===== src/rtl/baud_pkg.sv =====
package baud_pkg;

    localparam int unsigned BYTE_W_DEF = 8;
    localparam int unsigned LANES      = 2;

    // index of each byte lane inside the ratio word
    typedef enum logic {
        LANE_LO = 1'b0,
        LANE_HI = 1'b1
    } lane_e;

    // true when a count register sits on its terminal value
    function automatic logic at_terminal(input logic [2*BYTE_W_DEF-1:0] cnt);
        return cnt == {{(2*BYTE_W_DEF-1){1'b0}}, 1'b1};
    endfunction

    // true when the count must restart from the stored ratio
    function automatic logic must_reload(input logic [2*BYTE_W_DEF-1:0] cnt);
        return cnt <= {{(2*BYTE_W_DEF-1){1'b0}}, 1'b1};
    endfunction

endpackage


===== src/rtl/baud_ratio_bank.sv =====
module baud_ratio_bank
    import baud_pkg::*;
#(
    parameter int unsigned BYTE_W = BYTE_W_DEF,
    localparam int unsigned RATIO_W = BYTE_W * LANES
) (
    input  logic              clk,
    input  logic              rst,
    input  logic              lo_wr,
    input  logic              hi_wr,
    input  logic [BYTE_W-1:0] wr_data,
    output logic [RATIO_W-1:0] ratio_q,
    output logic [RATIO_W-1:0] ratio_next,
    output logic              any_wr
);

    logic [LANES-1:0]             lane_we;
    logic [LANES-1:0][BYTE_W-1:0] lane_q;
    logic [LANES-1:0][BYTE_W-1:0] lane_nx;

    assign lane_we[LANE_LO] = lo_wr;
    assign lane_we[LANE_HI] = hi_wr;

    for (genvar gi = 0; gi < LANES; gi++) begin : g_lane
        always_ff @(posedge clk) begin
            if (rst) begin
                lane_q[gi] <= '0;
            end else if (lane_we[gi]) begin
                lane_q[gi] <= wr_data;
            end
        end
        assign lane_nx[gi] = lane_we[gi] ? wr_data : lane_q[gi];
    end

    assign ratio_q    = lane_q;
    assign ratio_next = lane_nx;
    assign any_wr     = |lane_we;

endmodule


===== src/rtl/baud_downcount.sv =====
module baud_downcount
    import baud_pkg::*;
#(
    parameter int unsigned CNT_W = 2 * BYTE_W_DEF
) (
    input  logic             clk,
    input  logic             rst,
    input  logic             load,
    input  logic [CNT_W-1:0] load_val,
    input  logic [CNT_W-1:0] reload_val,
    output logic             tick
);

    logic [CNT_W-1:0] cnt_q;
    logic             terminal;
    logic             wrap;

    assign terminal = (cnt_q == CNT_W'(1));
    assign wrap     = (cnt_q <= CNT_W'(1));

    always_ff @(posedge clk) begin
        if (rst) begin
            cnt_q <= '0;
        end else if (load) begin
            cnt_q <= load_val;
        end else if (wrap) begin
            cnt_q <= reload_val;
        end else begin
            cnt_q <= cnt_q - CNT_W'(1);
        end
    end

    assign tick = terminal;

endmodule


===== src/rtl/baud_divider.sv =====
module baud_divider
    import baud_pkg::*;
#(
    parameter int unsigned BYTE_W = BYTE_W_DEF
) (
    input  logic              clk,
    input  logic              rst,
    input  logic              lo_wr,
    input  logic              hi_wr,
    input  logic [BYTE_W-1:0] wr_data,
    output logic [BYTE_W-1:0] lo_rd,
    output logic [BYTE_W-1:0] hi_rd,
    output logic              tick16
);

    localparam int unsigned RATIO_W = BYTE_W * LANES;

    logic [RATIO_W-1:0] ratio_q;
    logic [RATIO_W-1:0] ratio_next;
    logic               any_wr;

    baud_ratio_bank #(.BYTE_W(BYTE_W)) u_bank (
        .clk        (clk),
        .rst        (rst),
        .lo_wr      (lo_wr),
        .hi_wr      (hi_wr),
        .wr_data    (wr_data),
        .ratio_q    (ratio_q),
        .ratio_next (ratio_next),
        .any_wr     (any_wr)
    );

    baud_downcount #(.CNT_W(RATIO_W)) u_cnt (
        .clk        (clk),
        .rst        (rst),
        .load       (any_wr),
        .load_val   (ratio_next),
        .reload_val (ratio_q),
        .tick       (tick16)
    );

    assign lo_rd = ratio_q[BYTE_W-1:0];
    assign hi_rd = ratio_q[RATIO_W-1:BYTE_W];

endmodule


===== config.mk =====
export PLATFORM = sky130hd
export DESIGN_NAME = baud_divider
export DESIGN_NICKNAME = d
export VERILOG_FILES = /design/src/rtl/baud_pkg.sv /design/src/rtl/baud_ratio_bank.sv /design/src/rtl/baud_downcount.sv /design/src/rtl/baud_divider.sv
export SDC_FILE = /design/constraint.sdc
export NUM_CORES = 1
export LEC_CHECK = 0
export ABC_AREA = 1
export CAP_MARGIN = 20
export CORE_UTILIZATION = 31
export CTS_BUF_LIST = sky130_fd_sc_hd__clkbuf_16
export DETAILED_ROUTE_END_ITERATION = 8
export DONT_BUFFER_PORTS = 1
export GPL_TIMING_DRIVEN = 0
export SYNTH_ARGS = -nofsm -noshare
export SYNTH_HDL_FRONTEND = slang
export SYNTH_SLANG_ARGS = --single-unit

===== constraint.sdc =====
create_clock -name clk -period 3.3 [get_ports clk]
set_clock_uncertainty 0.15 [all_clocks]
set_input_delay 0.66 -clock clk [delete_from_list [all_inputs] [get_ports clk]]
set_output_delay 0.66 -clock clk [all_outputs]
set_load 0.03 [all_outputs]

==> impl_metrics.tcl <==
set metrics [dict create \
    synth_edf_count 0 \
    syn_nets 294 \
    pwr-share-comb 0.247 \
    status "finished clean" \
    pwr-share-clk 0.357 \
    rows 28 \
    synth-xor-area-share 0.0233 \
    clk_latency_ns 0.27 \
    grt_max_degree 11 \
    drcViolationCount 0 \
    fmax_mhz 396 \
    met2_usage 0.256 \
    finalSetupTns_ns 0 \
    core-area_um2 5890 \
    yosys.area_share.simple 0.440 \
    synth_compound_area_frac 0.0792 \
    post-route-period-util 0.766 \
    end_kind "primary output" \
    setup-violations-final 0 \
    die_width_um 79.9 \
    grt_pass1_wl_um 7850 \
    place_area_um2 1970 \
    dr.pass1.iters 4 \
    clk_pin_slew_ns 0.05 \
    cp_max_fo 10 \
    power_leakage_nw 0.988 \
    h-tree-depth 2 \
    ys_warn_count 0 \
    initial_utilization 0.320 \
    start_kind "flip-flop" \
    seq_power_share 0.396 \
    yosys.area.top_type "dfxtp_1" \
    synth_top_area_frac 0.341 \
    worst_slew_pin_slew_ns 0.530 \
    finalMaxSlewViolations 0 \
    cts-root-buf "clkbuf_16" \
    ctsLongestPathBuffers 2 \
    syn_to_final_growth_pct 12.2 \
    grt_pass1_vias 1620 \
    hold_viol 0 \
    fp.dieH_um 79.9 \
    design_area_um2 2110 \
    cts-buffers-inserted 5 \
    use_met3 0.0377 \
    synth_top_family_by_area "simple AND/OR/NAND/NOR gates" \
    routed_wl_um 4700 \
    synth_fa_ha_area_frac 0.0133 \
    swShare 0.329 \
    cts.hold.buffers_added 0 \
    intPower_uw 794 \
    top_level_ports 29 \
    grtUsageTotal 0.162 \
    syn_area_per_cell_um2 6.72 \
    gr-total-overflow 0 \
    drive_gt1_frac 0.153 \
    period_needed_ns 2.53 \
    synthArstFlopShare 0 \
    met1_usage 0.213 \
    ys_seq_area_frac 0.341 \
    crit_required_ns 2.49 \
    antenna_found_initial 0 \
    tritoncts "built" \
    synth_seq_cells 32 \
    critPathKind "reg2out" \
    postRouteAntennaNets 0 \
    die-area_um2 6380 \
    synthTopCellsByArea "dfxtp_1, nand2_1, nand3_1" \
    cap_violations 0 \
    clock-sinks 32 \
    synthesis.area_um2 1880 \
    avgRoutedWirePerCell_um 13.0 \
    grt-busiest-layer "met2" \
    num_vias 1720 \
    slowest_delay_ns 0.34 \
    p_sw_uw 388 \
    hp-class "in2reg" \
    p_per_area_nw_per_um2 560 \
    slew_headroom 0.647 \
    path_common_cell "nand2_1" \
    peakVddDrop_mv 0.308 \
    portBuffers 0 \
    ys_types 27 \
    syn_inst 280 \
    ys.flop_type "dfxtp_1" \
    rsz0062_at_grt "false" \
    place.gp.congestion 0.832 \
    cpMaxStageDelayCell "dfxtp_1" \
    post-cts-setup-buffer-count 0 \
    dr.first_iter.drc_count 91 \
    nets 301 \
    drt-vias-per-instance 4.74 \
    cts_resized 0 \
    antenna_cells 0 \
    path_cells "nor2_2 -> nand2_1 -> nor2_4 -> buf_2 -> nand2_1 -> inv_1" \
    synthMuxAreaShare 0.00532 \
    dp_hpwl_um 3620 \
    arrival_ns 1.72 \
]
-- layer usage --
metal | vias to the layer above | part of all wire
met1 | 770 | 0.47
met5 | - | 0
met2 | 51 | 0.46
met3 | 3 | 0.065
met4 | 0 | 0.0077
li1 | 896 | -
-- state kept, by name, summed over array words and instances (netlist names) --
register and flops:
u_bank.ratio_q 16, u_cnt.cnt_q 16
-- cells by family (layout without fill, tap and decap cells) --
family,count (synthesis),in the layout
simple gates,173,173
buf+inv,41,49
flops,32,32
compound gates,26,26
xor+xnor,5,5
fa+ha+maj,2,2
mux,1,1
-- cells in the mapped netlist (3+ instances only) --
cell and number:
a211oi_1 3, a21oi_1 17, buf_2 4, buf_6 3, dfxtp_1 32, inv_1 31
nand2_1 85, nand3_1 29, nand3_2 7, nand3b_1 4, nor2_1 22, nor2_2 6
o21ai_1 3, or2_2 12, xnor2_1 4
-- power groups by stage --
stage | clock network [mW] | logic, mW | registers, mW
2_1_floorplan | 0 | 0.236 | 0.469
3_3_place_gp | 0 | 0.293 | 0.476
3_5_place_dp | 0 | 0.292 | 0.476
4_1_cts | 0.431 | 0.294 | 0.468
5_1_grt | 0.446 | 0.334 | 0.473
6_report | 0.422 | 0.291 | 0.469
-- path summary, 6_finish.rpt --
check	depth (start not counted)	slack, ns	endpoint	startpoint
setup / recovery	6	0.77	tick16	u_cnt.cnt_q[9]
hold reg to reg	3	0.41	u_cnt.cnt_q[0]	u_cnt.cnt_q[0]
setup reg to reg	8	1.49	u_cnt.cnt_q[0]	u_cnt.cnt_q[0]
hold / removal	2	0.41	u_bank.ratio_q[11]	wr_data[3]
-- final cells by class --
type                            count  area, um^2
Inverter                           31         116
Clock inverter                      3        11.3
Buffer                             10        68.8
Fill cell                         630        3770
Multi-Input combinational cell    207        1050
Clock buffer                        5         125
Sequential cell                    32         641
Tap cell                           75        93.8
-- stage by stage --
step	hold WS [ns]	utilization	setup slack [ns]	power [mW]	cells
global placement	0.376	0.335	1.05	0.769	355
CTS	0.399	0.359	0.759	1.19	363
detailed placement	0.387	0.335	1.05	0.768	355
floorplan	0.335	-	1.29	0.704	280
global route	0.405	0.359	0.664	1.25	363
finish	0.408	0.359	0.773	1.18	363
-- critical path: cells and delay by family, from the launching register on --
kind	cells	cell delay, ns
buffers and inverters	2	0.50
DFF	1	0.34
and+or+nand+nor	4	0.61
-- placed cells by master (no fill, tap or decap) --
cell type	Yosys	layout
a211oi_1	3	3
a21oi_1	17	17
a21oi_4	1	1
buf_2	4	4
buf_4	1	1
buf_6	3	3
clkbuf_1	2	2
clkbuf_16	0	5
clkinv_1	0	1
dfxtp_1	32	32
ha_1	2	2
inv_1	31	33
mux2i_1	1	1
nand2_1	85	85
nand2_2	1	1
nand2_4	2	2
nand3_1	29	29
nand3_2	7	7
nand3b_1	4	4
nand4_1	1	1
nor2_1	22	22
nor2_2	6	6
nor2_4	2	2
nor3_1	2	2
o21ai_0	2	2
o21ai_1	3	3
or2_2	12	12
xnor2_1	4	4
xor2_1	1	1
No activity file was read; power rests on OpenSTA's default activity.
